## config.mk

```make
export PLATFORM = sky130hd
export DESIGN_NAME = sram_port_ctrl
export DESIGN_NICKNAME = d
export VERILOG_FILES = /design/src/rtl/sram_port_pkg.sv /design/src/rtl/sram_seq_fsm.sv /design/src/rtl/sram_io_path.sv /design/src/rtl/sram_port_ctrl.sv
export SDC_FILE = /design/constraint.sdc
export NUM_CORES = 1
export LEC_CHECK = 0
export BUFFER_PORTS_ARGS = -buffer_cell sky130_fd_sc_hd__buf_2
export CAP_MARGIN = 20
export CORE_ASPECT_RATIO = 1.2
export CORE_MARGIN = 2
export CORE_UTILIZATION = 48
export CTS_CLUSTER_SIZE = 24
export DETAILED_ROUTE_END_ITERATION = 10
export HOLD_SLACK_MARGIN = 0.02
export PLACE_DENSITY = 0.8
export SYNTH_ARGS = -nofsm -noshare
export SYNTH_HDL_FRONTEND = slang
export SYNTH_SLANG_ARGS = --single-unit
```

## constraint.sdc

```tcl
create_clock -name clk -period 2 [get_ports clk]
set_input_delay 0.4 -clock clk [delete_from_list [all_inputs] [get_ports clk]]
set_output_delay 0.4 -clock clk [all_outputs]
set_load 0.03 [all_outputs]
```

## src/rtl/sram_port_pkg.sv

```systemverilog
// Package: shared sequencer state encoding for the static memory port controller.
package sram_port_pkg;
    typedef enum logic [2:0] {
        ST_IDLE = 3'd0,   // waiting for a request, enables off
        ST_ADDR = 3'd1,   // new address applied, enables off
        ST_WSET = 3'd2,   // enables on, data driven, strobe high
        ST_WPUL = 3'd3,   // write strobe low
        ST_WHLD = 3'd4,   // strobe high again, enables and data held
        ST_RACC = 3'd5,   // enables and output enable on, access in progress
        ST_RTRN = 3'd6    // bus turnaround after a read
    } seq_state_t;
endpackage

```

## src/rtl/sram_seq_fsm.sv

```systemverilog
// Module: sram_seq_fsm
// Walks one transaction through its timed phases. Every phase length comes
// from a parameter; each must be at least 1. Assumes start is only raised in
// ST_IDLE. Flags the last access cycle of a read for the data capture.
module sram_seq_fsm
    import sram_port_pkg::*;
#(
    parameter int SU_CYC   = 1,
    parameter int WP_CYC   = 3,
    parameter int HOLD_CYC = 1,
    parameter int RD_CYC   = 3,
    parameter int TURN_CYC = 2
) (
    input  logic       clk,
    input  logic       rst_n,
    input  logic       start,
    input  logic       start_write,
    output seq_state_t state,
    output logic       capture
);
    localparam int MAX_A = (SU_CYC > WP_CYC) ? SU_CYC : WP_CYC;
    localparam int MAX_B = (HOLD_CYC > RD_CYC) ? HOLD_CYC : RD_CYC;
    localparam int MAX_C = (MAX_A > MAX_B) ? MAX_A : MAX_B;
    localparam int MAX_L = (MAX_C > TURN_CYC) ? MAX_C : TURN_CYC;
    localparam int CW    = $clog2(MAX_L + 1);

    localparam logic [CW-1:0] SU_LAST   = CW'(SU_CYC - 1);
    localparam logic [CW-1:0] WP_LAST   = CW'(WP_CYC - 1);
    localparam logic [CW-1:0] HOLD_LAST = CW'(HOLD_CYC - 1);
    localparam logic [CW-1:0] RD_LAST   = CW'(RD_CYC - 1);
    localparam logic [CW-1:0] TURN_LAST = CW'(TURN_CYC - 1);

    seq_state_t    nxt;
    logic [CW-1:0] cnt;
    logic [CW-1:0] last;
    logic          done;
    logic          is_wr;

    // Purpose: pick the final count value for the current phase.
    always_comb begin
        case (state)
            ST_WSET: last = SU_LAST;
            ST_WPUL: last = WP_LAST;
            ST_WHLD: last = HOLD_LAST;
            ST_RACC: last = RD_LAST;
            ST_RTRN: last = TURN_LAST;
            default: last = '0;
        endcase
    end

    assign done    = (cnt == last);
    assign capture = (state == ST_RACC) && done;

    // Purpose: phase transition rules.
    always_comb begin
        nxt = state;
        case (state)
            ST_IDLE: if (start) nxt = ST_ADDR;
            ST_ADDR: nxt = is_wr ? ST_WSET : ST_RACC;
            ST_WSET: if (done) nxt = ST_WPUL;
            ST_WPUL: if (done) nxt = ST_WHLD;
            ST_WHLD: if (done) nxt = ST_IDLE;
            ST_RACC: if (done) nxt = ST_RTRN;
            ST_RTRN: if (done) nxt = ST_IDLE;
            default: nxt = ST_IDLE;
        endcase
    end

    // Purpose: state register and in-phase cycle counter.
    always_ff @(posedge clk) begin
        if (!rst_n) begin
            state <= ST_IDLE;
            cnt   <= '0;
        end else begin
            state <= nxt;
            cnt   <= (nxt != state) ? '0 : cnt + 1'b1;
        end
    end

    // Purpose: remember the direction of the accepted request.
    always_ff @(posedge clk) begin
        if (!rst_n)     is_wr <= 1'b0;
        else if (start) is_wr <= start_write;
    end
endmodule

```

## src/rtl/sram_io_path.sv

```systemverilog
// Module: sram_io_path
// Holds the address and write byte of the accepted request and captures the
// read byte. Assumes load and capture are never high in the same cycle.
module sram_io_path #(
    parameter int ADDR_W = 17,
    parameter int DATA_W = 8
) (
    input  logic              clk,
    input  logic              rst_n,
    input  logic              load,
    input  logic [ADDR_W-1:0] addr_in,
    input  logic [DATA_W-1:0] wdata_in,
    input  logic              capture,
    input  logic [DATA_W-1:0] rd_in,
    output logic [ADDR_W-1:0] addr_q,
    output logic [DATA_W-1:0] wdata_q,
    output logic [DATA_W-1:0] rdata_q,
    output logic              rvalid_q
);
    // Purpose: latch request fields on acceptance.
    always_ff @(posedge clk) begin
        if (!rst_n) begin
            addr_q  <= '0;
            wdata_q <= '0;
        end else if (load) begin
            addr_q  <= addr_in;
            wdata_q <= wdata_in;
        end
    end

    // Purpose: sample memory data at the end of access and strobe it out.
    always_ff @(posedge clk) begin
        if (!rst_n) begin
            rdata_q  <= '0;
            rvalid_q <= 1'b0;
        end else begin
            rvalid_q <= capture;
            if (capture) rdata_q <= rd_in;
        end
    end
endmodule

```

## src/rtl/sram_port_ctrl.sv

```systemverilog
// Module: sram_port_ctrl (top)
// Host-side controller for a byte-wide asynchronous static memory. Takes one
// request at a time and decodes the memory control pins from the phase
// state. Assumes the memory's data-in is settled by the end of RD_CYC cycles
// and that all phase parameters are at least 1.
module sram_port_ctrl
    import sram_port_pkg::*;
#(
    parameter int ADDR_W   = 17,
    parameter int DATA_W   = 8,
    parameter int SU_CYC   = 1,
    parameter int WP_CYC   = 3,
    parameter int HOLD_CYC = 1,
    parameter int RD_CYC   = 3,
    parameter int TURN_CYC = 2
) (
    input  logic              clk,
    input  logic              rst_n,
    input  logic              req_valid,
    output logic              req_ready,
    input  logic              req_write,
    input  logic [ADDR_W-1:0] req_addr,
    input  logic [DATA_W-1:0] req_wdata,
    output logic              rsp_valid,
    output logic [DATA_W-1:0] rsp_rdata,
    output logic [ADDR_W-1:0] mem_addr,
    output logic              mem_ce1_n,
    output logic              mem_ce2,
    output logic              mem_we_n,
    output logic              mem_oe_n,
    output logic [DATA_W-1:0] mem_dq_out,
    output logic              mem_dq_oe,
    input  logic [DATA_W-1:0] mem_dq_in
);
    seq_state_t state;
    logic       capture;
    logic       accept;
    logic       enables_on;
    logic       wr_window;

    assign accept = req_valid && req_ready;

    sram_seq_fsm #(
        .SU_CYC  (SU_CYC),
        .WP_CYC  (WP_CYC),
        .HOLD_CYC(HOLD_CYC),
        .RD_CYC  (RD_CYC),
        .TURN_CYC(TURN_CYC)
    ) u_fsm (
        .clk        (clk),
        .rst_n      (rst_n),
        .start      (accept),
        .start_write(req_write),
        .state      (state),
        .capture    (capture)
    );

    sram_io_path #(
        .ADDR_W(ADDR_W),
        .DATA_W(DATA_W)
    ) u_io (
        .clk     (clk),
        .rst_n   (rst_n),
        .load    (accept),
        .addr_in (req_addr),
        .wdata_in(req_wdata),
        .capture (capture),
        .rd_in   (mem_dq_in),
        .addr_q  (mem_addr),
        .wdata_q (mem_dq_out),
        .rdata_q (rsp_rdata),
        .rvalid_q(rsp_valid)
    );

    // Purpose: decode memory pins and handshake from the phase state.
    always_comb begin
        wr_window  = (state == ST_WSET) || (state == ST_WPUL) || (state == ST_WHLD);
        enables_on = wr_window || (state == ST_RACC);
        req_ready  = (state == ST_IDLE);
        mem_ce1_n  = !enables_on;
        mem_ce2    = enables_on;
        mem_we_n   = (state != ST_WPUL);
        mem_oe_n   = (state != ST_RACC);
        mem_dq_oe  = wr_window;
    end
endmodule

```

==> results of run 1 <==
-- power by group through the flow --
stage,Clock [uW],Combinational [uW],Sequential (uW)
5_1_grt,695,724,993
6_report,643,672,977
3_5_place_dp,0,675,994
3_3_place_gp,0,663,991
2_1_floorplan,0,480,1050
4_1_cts,660,676,975
-- flip-flops by register name (all words and copies together), names as in the netlist --
signal	flops
u_io.rvalid_q	1
u_io.addr_q	17
u_io.rdata_q	8
u_fsm.cnt	2
u_fsm.state	3
u_fsm.is_wr	1
u_io.wdata_q	8
-- metrics by stage --
stage	setup WS [ns]	area [um2]
5_1_grt	0.0199	2370
4_1_cts	0.0836	2370
3_3_place_gp	0.401	2260
6_report	0.157	2370
3_5_place_dp	0.368	2260
2_1_floorplan	0.0321	1910
-- kinds of logic after synthesis --
logic type | Yosys count | synth area share (%)
xor gates and xnor gates | 1 | 0.459
adders and majority gates | 1 | 0.524
DFF | 40 | 41.9
AOI/OAI and AO/OA | 57 | 25.2
buffers and inverters | 20 | 6.88
and+or+nand+nor | 88 | 25.0
-- final cells by class --
class	count	area, um2	share of cell area [%]
Tap cell	54	67.6	2.85
Multi-Input combinational cell	147	977	41.2
Clock inverter	2	35.0	1.48
Sequential cell	40	803	33.8
Timing Repair Buffer	80	410	17.3
Clock buffer	6	72.6	3.06
Inverter	2	7.51	0.316
-- routing by layer --
| layer | wire (um) | global-route usage (%) | vias up |
|---|---|---|---|
| met4 | 65 | 8.75 | 0 |
| li1 | - | - | 832 |
| met3 | 203 | 5.32 | 6 |
| met2 | 2140 | 32.3 | 40 |
| met1 | 1730 | 20.5 | 755 |
| met5 | 0 | 0 | - |
-- cell usage after synthesis, types with 3 or more instances --
cell type | instances | area (um2)
buf_2 | 7 | 35.0
a21boi_2 | 20 | 225
nand2b_1 | 7 | 43.8
clkbuf_1 | 6 | 22.5
nor2b_1 | 4 | 25.0
nand3_1 | 8 | 40.0
nand2_2 | 20 | 125
a21boi_0 | 15 | 113
dfxtp_1 | 40 | 801
nand2_1 | 36 | 135
o21ai_0 | 9 | 45.0
a21oi_1 | 3 | 15.0
-- worst min-delay path by stage --
stage / to / cells past startpoint / slack, ns / start
floorplan: u_fsm.is_wr$_SDFFE_PN0P_ / 2 / 0.44 / u_fsm.is_wr$_SDFFE_PN0P_
global route: u_io.addr_q[11]$_SDFFE_PN0P_ / 3 / 0.33 / req_addr[11]
finish: u_io.addr_q[16]$_SDFFE_PN0P_ / 3 / 0.34 / req_addr[16]
CTS: u_io.wdata_q[1]$_SDFFE_PN0P_ / 3 / 0.34 / req_wdata[1]
global placement: u_io.addr_q[12]$_SDFFE_PN0P_ / 2 / 0.44 / u_io.addr_q[12]$_SDFFE_PN0P_
detailed placement: u_io.addr_q[16]$_SDFFE_PN0P_ / 2 / 0.45 / u_io.addr_q[16]$_SDFFE_PN0P_
-- cells in the final DEF, fill, tap and decap left out, drive strengths merged, types with 2 or more instances in the layout --
master | netlist | layout
a21boi | 35 | 35
inv | 2 | 2
clkbuf | 6 | 6
nand3 | 8 | 8
nand2b | 7 | 7
nand2 | 56 | 56
o21ai | 9 | 9
buf | 12 | 80
nor2b | 4 | 4
nand3b | 2 | 2
nor2 | 2 | 2
a21oi | 3 | 3
dfxtp | 40 | 40
nor3b | 2 | 2
-- worst max-delay path: stages (launching register included) --
cell and delay (ns):
dfxtp_1 0.66, nor2b_1 0.24, nand2_1 0.07, buf_2 0.19
==> flow_summary.yaml, run 1 <==
run_status:
  outcome: "finished clean"
pwr:
  power_density_nw_per_um2: 966
  total_power_uw: 2290
  power.share.sequential_pct: 42.6
  p_leak_uw: 0.00104
  p_sw_uw: 802
  p_int_uw: 1490
  swShare_pct: 35.0
  irDropWorstVdd_mv: 0.464
  clkPwrFrac_pct: 28.1
  pwr-share-comb_pct: 29.3
synthesis:
  syn_nets: 244
  synthArstFlopShare_pct: 0
  avgSynthCellArea_um2: 9.22
  ys_ff_latch: 40
  ys_warn_count: 0
  synth_area_um2: 1910
  ys_seq_area_share_pct: 41.9
  synthDistinctLibCells: 38
  syn-instance-count: 207
  synthFlopType: "dfxtp_1"
  synth_enable_flop_cells: 0
cts:
  cts_resized: 0
  clk_pin_slew_ns: 0.08
  htree_levels: 2
  cts_setup_buffers: 0
  cts_tree: "built"
  clock-sinks: 40
  worstSkewPairLatency_ns: 0.29
  postCtsHoldBufs: 0
  clock-root-buffer: "clkbuf_8"
  cts_max_path_buffers: 2
  cts_buffers: 5
global_routing:
  grt_max_degree: 35
  grt_pass1_vias: 1447
  antenna_found_initial: 0
  grt_usage_pct: 18.7
  grt_overflow: 0
  grt_pass1_wl_mm: 6.32
critical_path:
  arrival_ns: 1.44
  cp-start-kind: "flop"
  critPathLaunch: "u_fsm.state[0]$_SDFF_PN0_"
  cp.required_ns: 1.60
  worstPathMaxFanout: 17
  r2r_end: "u_io.addr_q[3]$_SDFFE_PN0P_"
  rr_startpoint: "u_fsm.state[0]$_SDFF_PN0_"
  reg2reg_depth: 3
  regToRegSetupSlack_ns: 0.38
  end_kind: "output pin"
  critPathKind: "flop to output pin"
  endpoint: "mem_oe_n"
timing:
  timing.fmax_mhz: 543
  drv_slew: 0
  fin_crit_sh_pct: 92.1
  hold_slack_ns: 0.344
  skew_ns: 0.00686
  hold_viol_final: 0
  finalSetupViolCount: 0
  tns_ns: 0
  max_slew_margin_pct: 64.1
  rsz0062_at_grt: "no"
  post-route-min-period_ns: 1.84
  worst_slew_pin_slew_ns: 0.537
floorplan:
  coreArea_um2: 3880
  die_y_um: 73.1
  start_util_pct: 49.2
  pin_count: 77
  design.die.area_um2: 4500
  die_w_um: 61.6
  rows: 25
worst_hold_path:
  hold_class: "primary input to flop"
placement:
  dp.cells: 323
  place_congestion: 0.784
  hpwl_mm: 2.81
  io_buffers: 76
cells_and_area:
  final_util_pct: 61.2
  nNetsFinal: 313
  fillers: 359
  drive_gt1_share_pct: 47.7
  fin_cells: 331
  antenna-diode-count: 0
  syn_to_final_growth_pct: 24.3
routing:
  wirelength_mm: 4.14
  drc_errors: 0
  wl_per_cell_um: 12.5
  dr.pass1.iters: 4
  vias: 1633
  ant_nets: 0
  vias_per_cell: 4.93
  drt_iter0_drc: 80
run:
  drv_cap: 0
Note: power is estimated with default switching activity, not from simulation.
==> run 2: changes to the inputs <==
- GPL_ROUTABILITY_DRIVEN: not set -> 0
- PLACE_DENSITY: 0.8 -> 0.86
==> run 2 against run 1 <==
Non-clock buffer count is 1 higher. Sequential power is 0.7% lower. Critical path depth stayed put. Largest cell class unchanged.
==> flow_summary.yaml, run 2 (same netlist as run 1, synthesis figures left out) <==
timing:
  finalSetupViolCount: 0
  tns_ns: 0
  rsz0062_at_grt: "no"
  max_slew_margin_pct: 73.1
  worst_slew_pin_slew_ns: 0.403
  fin_crit_sh_pct: 88.0
  post-route-min-period_ns: 1.76
  finalWorstSetupSlack_ns: 0.241
  drv_slew: 0
  skew_ns: 0.00967
  timing.fmax_mhz: 568
  hold_viol_final: 0
floorplan:
  start_util_pct: 49.2
  die_w_um: 61.6
  die_y_um: 73.1
  rows: 25
  design.die.area_um2: 4500
  pin_count: 77
  coreArea_um2: 3880
cts:
  clock-sinks: 40
  cts_max_path_buffers: 2
  cts_setup_buffers: 0
  cts_buffers: 5
  htree_levels: 2
  cts_tree: "built"
  cts_resized: 0
  worstSkewPairLatency_ns: 0.28
  postCtsHoldBufs: 0
  clock-root-buffer: "clkbuf_8"
  clk_pin_slew_ns: 0.08
routing:
  wl_per_cell_um: 11.7
  drt_iter0_drc: 69
  vias_per_cell: 4.81
  drc_errors: 0
  ant_nets: 0
  wirelength_mm: 3.90
  dr.pass1.iters: 4
  vias: 1597
cells_and_area:
  seq_area_um2: 802
  drive_gt1_share_pct: 47.5
  largest_register_ffs: 17
  nNetsFinal: 314
  antenna-diode-count: 0
  fillers: 351
  top_register: "u_io.addr_q"
  final_util_pct: 61.4
  syn_to_final_growth_pct: 24.6
  multiInputGateArea_um2: 977
  final_common_cell: "buf_2"
  fin_cells: 332
  reg_top3: "u_io.addr_q: 17 flops, u_io.rdata_q: 8 flops, u_io.wdata_q: 8 flops"
  final_cell_mix: "buf_2 (76), dfxtp_1 (39), nand2_1 (36)"
critical_path:
  arrival_ns: 1.36
  regToRegSetupSlack_ns: 0.40
  worstPathCellList: "nor2b_1 > a21o_1 > buf_2"
  critPathKind: "flop to output pin"
  slowest_delay_ns: 0.57
  cp.required_ns: 1.60
  path_delay_family: "flip-flops"
  path_buf_inv: 1
  worstPathMaxFanout: 13
  cpMaxStageDelayCell: "dfxtp_1"
  end_kind: "output pin"
  cp-start-kind: "flop"
global_routing:
  grt_max_degree: 29
  antenna_found_initial: 0
  grt_pass1_wl_mm: 6.13
  grt_pass1_vias: 1493
  grt_overflow: 0
  grt_usage_pct: 17.8
pwr:
  power_density_nw_per_um2: 958
  irDropWorstVdd_mv: 0.583
  p_leak_uw: 0.00105
  total_power_uw: 2280
placement:
  dp.cells: 324
  io_buffers: 76
  hpwl_mm: 2.71
  place_ws_ns: 0.340
run_status:
  outcome: "finished clean"
run:
  drv_cap: 0
worst_hold_path:
  hold_class: "primary input to flop"
## run 2: per-layer routing
layer / GRT usage, % / vias to the layer above / part of all wire (%)
met3: 4.96 / 2 / 5.2
met1: 18.7 / 720 / 42
met5: 0 / - / 0
met4: 6.38 / 0 / 0.59
li1: - / 836 / -
met2: 32.5 / 39 / 53
## run 2: final timing paths
path                            cells past startpoint                            to                        start
worst max-delay path                                3                     mem_dq_oe    u_fsm.state[1]$_SDFF_PN0_
worst min-delay path                                3  u_io.addr_q[11]$_SDFFE_PN0P_                 req_addr[11]
worst max register to register                      3   u_io.addr_q[5]$_SDFFE_PN0P_    u_fsm.state[1]$_SDFF_PN0_
worst min register to register                      2   u_io.addr_q[9]$_SDFFE_PN0P_  u_io.addr_q[9]$_SDFFE_PN0P_
## run 2: final cells by class
class	count	area share (%)
Multi-Input combinational cell	147	41.1
Sequential cell	40	33.7
Inverter	2	0.315
Clock buffer	6	3.05
Tap cell	54	2.84
Timing Repair Buffer	81	17.6
Clock inverter	2	1.47
## run 2: tightest hold or removal path: cells and delay by family
| family | cells | cell delay [ns] |
|---|---|---|
| AND/OR/NAND/NOR | 1 | 0.06 |
| AO/OA/AOI/OAI | 1 | 0.04 |
| buffers and inverters | 1 | 0.09 |
## run 2: metrics by stage
stage                     area, um2  hold WS [ns]
after floorplan                1910         0.442
after global placement         2270         0.443
after detailed placement       2270         0.449
after CTS                      2380         0.345
after global routing           2380         0.349
final                          2380         0.354
## run 2: power by group
group | internal [uW] | leakage (uW) | total (uW) | switching [uW]
combinational | 249 | 0.000663 | 682 | 433
clock | 370 | 0.0000552 | 628 | 258
sequential | 877 | 0.000327 | 970 | 92.5
total | 1500 | 0.00105 | 2280 | 784
==> run 3: changes to the inputs <==
- ABC_AREA: not set -> 1
- CORE_UTILIZATION: 48 -> 46
==> run 3 against run 2 <==
Die area down 7.7%. First-iteration DRC count down 14%. Flip-flop and latch count unchanged. Routed wire length up 5.7%.
==> flow_summary.yaml, run 3 <==
critical_path:
  slowest_delay_ns: 0.56
  path_delay_family: "flip-flops"
  crit_top_cell: "nand2_1"
  critPathKind: "flop to output pin"
  worstPathMaxFanout: 9
  worstPathCellList: "inv_2 > nand2_1 > nand2_1 > nor2_1 > inv_1 > buf_2"
  cp.required_ns: 1.60
  cpMaxStageDelayCell: "dfxtp_1"
  cp-start-kind: "flop"
  path_buf_inv: 3
  arrival_ns: 1.46
  end_kind: "output pin"
timing:
  max_slew_margin_pct: 73.7
  drv_slew: 0
  hold_slack_ns: 0.369
  hold_viol_final: 0
  tns_ns: 0
  post-route-min-period_ns: 1.86
  timing.fmax_mhz: 538
  finalWorstSetupSlack_ns: 0.140
  skew_ns: 0.00828
  finalSetupViolCount: 0
  worst_slew_pin_slew_ns: 0.394
  rsz0062_at_grt: "no"
  fin_crit_sh_pct: 93.0
floorplan:
  die_w_um: 59.2
  coreArea_um2: 3570
  start_util_pct: 47.0
  pin_count: 77
  rows: 24
  design.die.area_um2: 4150
  die_y_um: 70.2
global_routing:
  antenna_found_initial: 0
  grt_pass1_vias: 1626
  grt_pass1_wl_mm: 6.84
  grt_overflow: 0
  grt_max_degree: 28
  grt_usage_pct: 20.9
cts:
  cts_buffers: 5
  postCtsHoldBufs: 0
  clock-sinks: 40
  cts_setup_buffers: 0
  cts_tree: "built"
  htree_levels: 2
  clk_pin_slew_ns: 0.07
  cts_max_path_buffers: 2
  cts_resized: 0
  worstSkewPairLatency_ns: 0.28
  clock-root-buffer: "clkbuf_8"
routing:
  dr.pass1.iters: 5
  vias: 1755
  drc_errors: 0
  wirelength_mm: 4.12
  vias_per_cell: 5.15
  drt_iter0_drc: 59
  wl_per_cell_um: 12.1
  ant_nets: 0
synthesis:
  synth.most_common_cell: "nand2_1"
  yosysTopAreaCell: "dfxtp_1"
  ys_ff_latch: 40
  ys_warn_count: 0
  synthFlopType: "dfxtp_1"
  netlist_top_cells_count: "nand2_1 (45), dfxtp_1 (40), nand3_1 (31)"
  synth_enable_flop_cells: 0
  synthTopCellsByArea: "dfxtp_1 (48%), nand2_1 (10%), nand3_1 (9.2%)"
  syn_nets: 263
  synth_area_um2: 1680
  ys_seq_area_share_pct: 47.7
  synthDistinctLibCells: 22
  synthArstFlopShare_pct: 0
  syn-instance-count: 226
  synthDominantCellAreaShare_pct: 47.7
  avgSynthCellArea_um2: 7.44
cells_and_area:
  largest_register_ffs: 17
  final_common_cell: "buf_2"
  top_register: "u_io.addr_q"
  syn_to_final_growth_pct: 30.2
  nNetsFinal: 338
  drive_gt1_share_pct: 32.1
  fin_cells: 341
  final_cell_mix: "buf_2 (76), nand2_1 (45), dfxtp_1 (40)"
  reg_top3: "u_io.addr_q: 17 flops, u_io.rdata_q: 8 flops, u_io.wdata_q: 8 flops"
  antenna-diode-count: 0
pwr:
  p_int_uw: 1650
  p_leak_uw: 0.00110
  swShare_pct: 40.4
  power.share.sequential_pct: 37.4
  power_density_nw_per_um2: 1260
  pwr-share-comb_pct: 39.8
  irDropWorstVdd_mv: 0.739
  p_sw_uw: 1120
  clkPwrFrac_pct: 22.9
placement:
  dp.cells: 333
  io_buffers: 76
  hpwl_mm: 3.00
  place_ws_ns: 0.271
run_status:
  outcome: "finished clean"
worst_hold_path:
  hold_class: "primary input to flop"
run:
  drv_cap: 0
[run 3: cell count changes after synthesis, sizes merged, moves of 2 or more]
cell,before,now
inv,2,18
nand2b,7,0
nor3b,2,0
nand4,1,6
a21oi,3,27
nor2b,4,0
a21boi,35,0
nand3b,2,0
nand2,56,46
buf,12,7
nand3,8,35
nor2,2,24
[run 3: cells by family (layout without fill, tap and decap cells)]
kind of cell	count (synthesis)	after routing	synth area share, %
xor gates and xnor gates	1	1	0.521
buffers and inverters	33	109	8.64
DFF	40	40	47.7
and+or+nand+nor	112	112	30.9
AOI/OAI and AO/OA	40	40	12.3
[run 3: path summary, 6_finish.rpt]
path | from | depth (start not counted) | to | slack (ns)
max | u_fsm.state[2]$_SDFF_PN0_ | 6 | mem_ce2 | 0.14
min reg2reg | u_io.addr_q[10]$_SDFFE_PN0P_ | 2 | u_io.addr_q[10]$_SDFFE_PN0P_ | 0.46
max reg2reg | u_fsm.state[2]$_SDFF_PN0_ | 8 | u_io.rdata_q[7]$_SDFFE_PN0P_ | 0.19
min | mem_dq_in[2] | 3 | u_io.rdata_q[2]$_SDFFE_PN0P_ | 0.37
[run 3: routing by layer]
| metal | global-route usage (%) | vias to the layer above | part of all wire [%] |
|---|---|---|---|
| li1 | - | 890 | - |
| met1 | 26.4 | 793 | 42 |
| met2 | 34.1 | 62 | 50 |
| met3 | 3.15 | 10 | 5.6 |
| met4 | 10.4 | 0 | 2.5 |
| met5 | 0 | - | 0 |
[run 3: worst reg2reg max path: stages (launching register included)]
cell     delay, ns
dfxtp_1       0.56
inv_2         0.12
nand3_2       0.13
nand3_1       0.20
nand4_1       0.16
buf_4         0.18
inv_1         0.13
nor2_1        0.15
nor2_1        0.07
[run 3: stage by stage]
step	area [um2]	total power (uW)	utilization, %
floorplan	1680	1850	-
global placement	2080	2130	58.2
detailed placement	2080	2140	58.2
CTS	2190	2770	61.2
global route	2190	2940	61.2
finish	2190	2760	61.2
[run 3: area by class of cell]
type,count,area [um2]
flip-flops and latches,40,801
multi-input cells,153,734
well taps,39,48.8
inverters,19,71.3
repair buffers,82,425
fillers,310,1390
clock inverters,2,35.0
clock buffers,6,72.6
[run 3: power groups by stage]
| stage | Combinational (uW) | Clock (uW) | Sequential (uW) |
|---|---|---|---|
| final | 1100 | 631 | 1030 |
| after CTS | 1100 | 637 | 1030 |
| after global routing | 1220 | 676 | 1050 |
| after detailed placement | 1100 | 0 | 1050 |
| after floorplan | 665 | 0 | 1190 |
| after global placement | 1090 | 0 | 1040 |
